[src/rtl/periph_sleep_pkg.sv]
package periph_sleep_pkg;

  typedef enum logic [1:0] {
    SLOT_AWAKE   = 2'd0,
    SLOT_PENDING = 2'd1,
    SLOT_ASLEEP  = 2'd2
  } slot_state_t;

  // Next state of one slot; the request is the value taking effect this edge.
  function automatic slot_state_t slot_step(
    input logic        paced,
    input slot_state_t cur,
    input logic        req,
    input logic        rdy,
    input logic        wake
  );
    logic settle;
    settle = rdy & ~wake;   // self-wake outranks ready-to-sleep
    if (!req)
      return SLOT_AWAKE;
    if (!paced)
      return SLOT_ASLEEP;
    case (cur)
      SLOT_AWAKE:   return settle ? SLOT_ASLEEP : SLOT_PENDING;
      SLOT_PENDING: return settle ? SLOT_ASLEEP : SLOT_PENDING;
      SLOT_ASLEEP:  return wake ? SLOT_PENDING : SLOT_ASLEEP;
      default:      return SLOT_AWAKE;
    endcase
  endfunction

  function automatic logic slot_clock_on(input slot_state_t s);
    return s != SLOT_ASLEEP;
  endfunction

endpackage

[src/rtl/psc_request_reg.sv]
module psc_request_reg #(
  parameter int N_SLOTS = 5
) (
  input  logic               clk,
  input  logic               rst_n,
  input  logic               wr_req,
  input  logic [N_SLOTS-1:0] wdata,
  output logic [N_SLOTS-1:0] req_next,
  output logic [N_SLOTS-1:0] req_q
);

  always_comb req_next = wr_req ? wdata : req_q;

  always_ff @(posedge clk or negedge rst_n) begin
    if (!rst_n) req_q <= '0;
    else        req_q <= req_next;
  end

endmodule

[src/rtl/psc_slot_fsm.sv]
module psc_slot_fsm
  import periph_sleep_pkg::*;
#(
  parameter bit PACED = 1'b0
) (
  input  logic        clk,
  input  logic        rst_n,
  input  logic        req,
  input  logic        rdy,
  input  logic        wake,
  output slot_state_t state_o,
  output logic        clk_en
);

  slot_state_t state_q, state_d;

  always_comb state_d = slot_step(PACED, state_q, req, rdy, wake);

  always_ff @(posedge clk or negedge rst_n) begin
    if (!rst_n) state_q <= SLOT_AWAKE;
    else        state_q <= state_d;
  end

  assign state_o = state_q;
  assign clk_en  = slot_clock_on(state_q);

endmodule

[src/rtl/psc_read_mux.sv]
module psc_read_mux #(
  parameter int N_SLOTS = 5
) (
  input  logic               sel_status,
  input  logic [N_SLOTS-1:0] req_word,
  input  logic [N_SLOTS-1:0] status_word,
  output logic [N_SLOTS-1:0] rdata
);

  always_comb rdata = sel_status ? status_word : req_word;

endmodule

[src/rtl/periph_sleep_ctrl.sv]
module periph_sleep_ctrl
  import periph_sleep_pkg::*;
#(
  parameter int               N_SLOTS    = 5,
  parameter logic [N_SLOTS-1:0] PACED_MASK = 5'b01100
) (
  input  logic               clk,
  input  logic               rst_n,
  input  logic               reg_wr,
  input  logic               reg_addr,
  input  logic [N_SLOTS-1:0] reg_wdata,
  output logic [N_SLOTS-1:0] reg_rdata,
  input  logic [N_SLOTS-1:0] rdy_i,
  input  logic [N_SLOTS-1:0] wake_i,
  output logic [N_SLOTS-1:0] clk_en_o,
  output logic [N_SLOTS-1:0] asleep_o
);

  localparam logic ADDR_REQ = 1'b0;

  logic               req_write;
  logic [N_SLOTS-1:0] req_next;
  logic [N_SLOTS-1:0] req_q;
  logic [N_SLOTS-1:0] en_w;
  slot_state_t        slot_state [N_SLOTS];

  assign req_write = reg_wr && (reg_addr == ADDR_REQ);

  psc_request_reg #(.N_SLOTS(N_SLOTS)) u_req (
    .clk      (clk),
    .rst_n    (rst_n),
    .wr_req   (req_write),
    .wdata    (reg_wdata),
    .req_next (req_next),
    .req_q    (req_q)
  );

  for (genvar i = 0; i < N_SLOTS; i++) begin : g_slot
    psc_slot_fsm #(.PACED(PACED_MASK[i])) u_fsm (
      .clk     (clk),
      .rst_n   (rst_n),
      .req     (req_next[i]),
      .rdy     (rdy_i[i]),
      .wake    (wake_i[i]),
      .state_o (slot_state[i]),
      .clk_en  (en_w[i])
    );
  end

  assign clk_en_o = en_w;
  assign asleep_o = ~en_w;

  psc_read_mux #(.N_SLOTS(N_SLOTS)) u_rd (
    .sel_status  (reg_addr),
    .req_word    (req_q),
    .status_word (asleep_o),
    .rdata       (reg_rdata)
  );

endmodule

[config.mk]
export PLATFORM = sky130hd
export DESIGN_NAME = periph_sleep_ctrl
export DESIGN_NICKNAME = d
export VERILOG_FILES = /design/src/rtl/periph_sleep_pkg.sv /design/src/rtl/psc_request_reg.sv /design/src/rtl/psc_slot_fsm.sv /design/src/rtl/psc_read_mux.sv /design/src/rtl/periph_sleep_ctrl.sv
export SDC_FILE = /design/constraint.sdc
export NUM_CORES = 1
export LEC_CHECK = 0
export ABC_AREA = 1
export BUFFER_PORTS_ARGS = -buffer_cell sky130_fd_sc_hd__buf_4
export CAP_MARGIN = 5
export CORE_MARGIN = 2
export CORE_UTILIZATION = 30
export DETAILED_ROUTE_END_ITERATION = 6
export PLACE_DENSITY = 0.67
export SETUP_SLACK_MARGIN = 0.1
export SYNTH_ARGS = -nofsm -noshare
export SYNTH_HDL_FRONTEND = slang
export SYNTH_SLANG_ARGS = --single-unit
[constraint.sdc]
create_clock -name clk -period 1.2 [get_ports clk]
set_clock_uncertainty 0.15 [all_clocks]
set_input_delay 0.3 -clock clk [delete_from_list [all_inputs] [get_ports clk]]
set_output_delay 0.3 -clock clk [all_outputs]
set_load 0.02 [all_outputs]
==> run metrics <==
mux share of post-synthesis cell area=0; simple-gate share of the synthesized area=0.237; Cell Count, Final, Fillers Out=125; Detailed Route Iter0 Violations=9; relative slew slack=0.900; global-route wire length before repair=1770 um; sequential power share=0.353; crit-path cells=inv_2, or2_4, o21ai_4, buf_6; drt pass-1 iters=4; most area-consuming cells after synthesis=dfrtp_1, buf_4, inv_1; Die Wd=46.2 um; DIE AREA=2130 sq um; I/O pins=34; DRC=0; total power=1.07 mW; initial antenna violation count=0; Yosys reg bits=9; crit path DAT=1.16 ns; Compound-Gate Fraction of Synth Area=0.0820; post-synthesis cell count=70; Pwr Density=1240 nW/um^2; WL/cell=9.70 um; xor/xnor share of the synthesized area=0; largest net degree at the start of global routing=10; Setup WS pre-CTS=-0.128 ns; fill count=161; Die Y=46.2 um; grt ovf=0; Post-Route WL=1210 um; Async S/R FF share, synth=1.00; worst path required time=0.75 ns; critical path's slowest cell=dfrtp_1; Primary FF master, synth=dfrtp_1; CP Capture Type=output port; clock power share=0.220; Max-cap violations=0; total number of yosys warnings=0; sw frac=0.334; syn avg cell area=7.63 sq um; layout cells sized above 1=0.540; DP HPWL=837 um; Reg area=225 sq um; final hold violations=0; clk sinks=9; post-synthesis adder-cell area fraction=0; CTS tree=done; largest family of logic cells by synthesized area=buffers and inverters; Rows=15; Post-DRT Antenna Nets=0; Max Root-Sink Buffers=2; Max Fclk=622 MHz; Synth area leader=dfrtp_1; Peak VDD IR=0.508 mV; I/O Buffers=27; setup_tns=-2.51 ns; Fin Hold WS=0.142 ns; top-count cell post-synth=inv_1; fin nets=120; Tcrit/Tclk final=1.34; Post-synth EDFFs=0; CORE AREA=1710 sq um; startpoint types=flop; top cells by count, synth=inv_1, nand2_1, buf_4, dfrtp_1, nor2_1; Placed Cells=114; Slew Viols, Final=0; top cell type's share of synthesized area=0.422; Vias=506; area of the multi-input gates=190 sq um; routability cong.=0.722; post-synthesis cell type count=13; internal power=0.713 mW; post-synthesis sequential area ratio=0.422; Logic pwr share=0.428; area grow syn2layout=62.1%; final setup vio count=15; Initial Util=0.313; CTS H-tree depth=1; RSZ-0062 raised after global routing=yes; Tmin final=1.61 ns; Avg Vias per Cell=4.05; min-delay worst type=primary input to flop; Slew @ Worst Pin=0.150 ns; CP Max Fanout=3; clock root cell=clkbuf_4; failing checks=negative setup slack; Worst Slack Setup Final=-0.407 ns; Num CTS Buffers=3; NetSw=0.358 mW; Skew-Pair Late Insertion Delay=0.26 ns; status=complete, but fails checks; Worst Setup Path Type=flop to output port; Cell Area, Synth=534 sq um; leakage=0.482 nW; Crit path largest cell delay=0.37 ns; Post-Syn Nets=89; GRT Resource Usage Total=0.120; vias in the first global route=469; clk slew on worst S/H paths=0.06 ns; antenna cell count=0
-- worst max-delay path: cells and delay by family (launching register included) --
| family | cells | cell delay (ns) |
|---|---|---|
| DFF | 1 | 0.37 |
| and+or+nand+nor | 1 | 0.24 |
| buffers and inverters | 2 | 0.17 |
| AOI/OAI and AO/OA | 1 | 0.12 |
-- through the flow --
stage | util | cell area (sq um)
CTS | 0.497 | 848
global route | 0.507 | 866
floorplan | - | 546
finish | 0.507 | 866
global placement | 0.421 | 719
detailed placement | 0.421 | 719
-- layout make-up --
class	count	area share
repair buffers	37	0.389
flip-flops and latches	9	0.260
multi-input cells	35	0.220
inverters	15	0.0650
well taps	25	0.0361
clock buffers	4	0.0303
-- flip-flops by register name, summed over array words and instances, names as in the netlist --
signal                flops
g_slot.u_fsm.state_o      5
u_req.req_q               4
-- kinds of logic after synthesis --
| logic type | count (synthesis) |
|---|---|
| DFF | 9 |
| AOI/OAI and AO/OA | 8 |
| and+or+nand+nor | 27 |
| buffers and inverters | 26 |
-- power groups by stage --
| stage | Sequential, mW | Combinational [mW] | Clock [mW] |
|---|---|---|---|
| 3_3_place_gp | 0.373 | 0.356 | 0 |
| 4_1_cts | 0.376 | 0.441 | 0.243 |
| 3_5_place_dp | 0.375 | 0.364 | 0 |
| 6_report | 0.378 | 0.458 | 0.235 |
| 5_1_grt | 0.383 | 0.496 | 0.254 |
| 2_1_floorplan | 0.370 | 0.259 | 0 |
-- routing by layer --
metal,vias to the layer above,part of all wire,GRT usage
met1,230,0.37,0.117
li1,256,-,-
met3,0,0.065,0.0549
met4,0,0,0.0629
met2,20,0.57,0.211
met5,-,0,0
-- worst paths after layout --
| kind | start | to | slack (ns) | cells after the start |
|---|---|---|---|---|
| max | g_slot[2].u_fsm.state_o[1] | reg_rdata[2] | -0.41 | 4 |
| min | reg_wdata[0] | u_req.req_q[0] | 0.14 | 3 |
| max reg2reg | g_slot[3].u_fsm.state_o[0] | g_slot[3].u_fsm.state_o[1] | 0.15 | 6 |
| min reg2reg | u_req.req_q[2] | u_req.req_q[2] | 0.44 | 4 |
| max in group asynchronous | rst_n | g_slot[3].u_fsm.state_o[0] | 0.50 | 2 |
| min in group asynchronous | rst_n | u_req.req_q[1] | 0.27 | 2 |
-- what timing repair did --
item / in CTS / in global routing
pin swaps: 0 / 4
hold buffers: 1 / 0
setup buffers: 5 / 2
resized for setup: 19 / 5
endpoints found under the setup margin: 15 / 18
endpoints found under the hold margin: 9 / 0
-- cell usage in the layout (no fill, tap or decap) --
master / instances
nand2_4: 1
dfrtp_1: 9
dlygate4sd3_1: 1
buf_4: 21
a21oi_1: 5
nand2_1: 10
inv_2: 6
nor2_1: 9
inv_1: 9
clkbuf_1: 1
o21ai_4: 1
clkbuf_4: 3
o21ai_2: 2
nand2_2: 4
buf_6: 15
nand3b_1: 2
or2_4: 1
No activity file was read; power rests on OpenSTA's default activity.
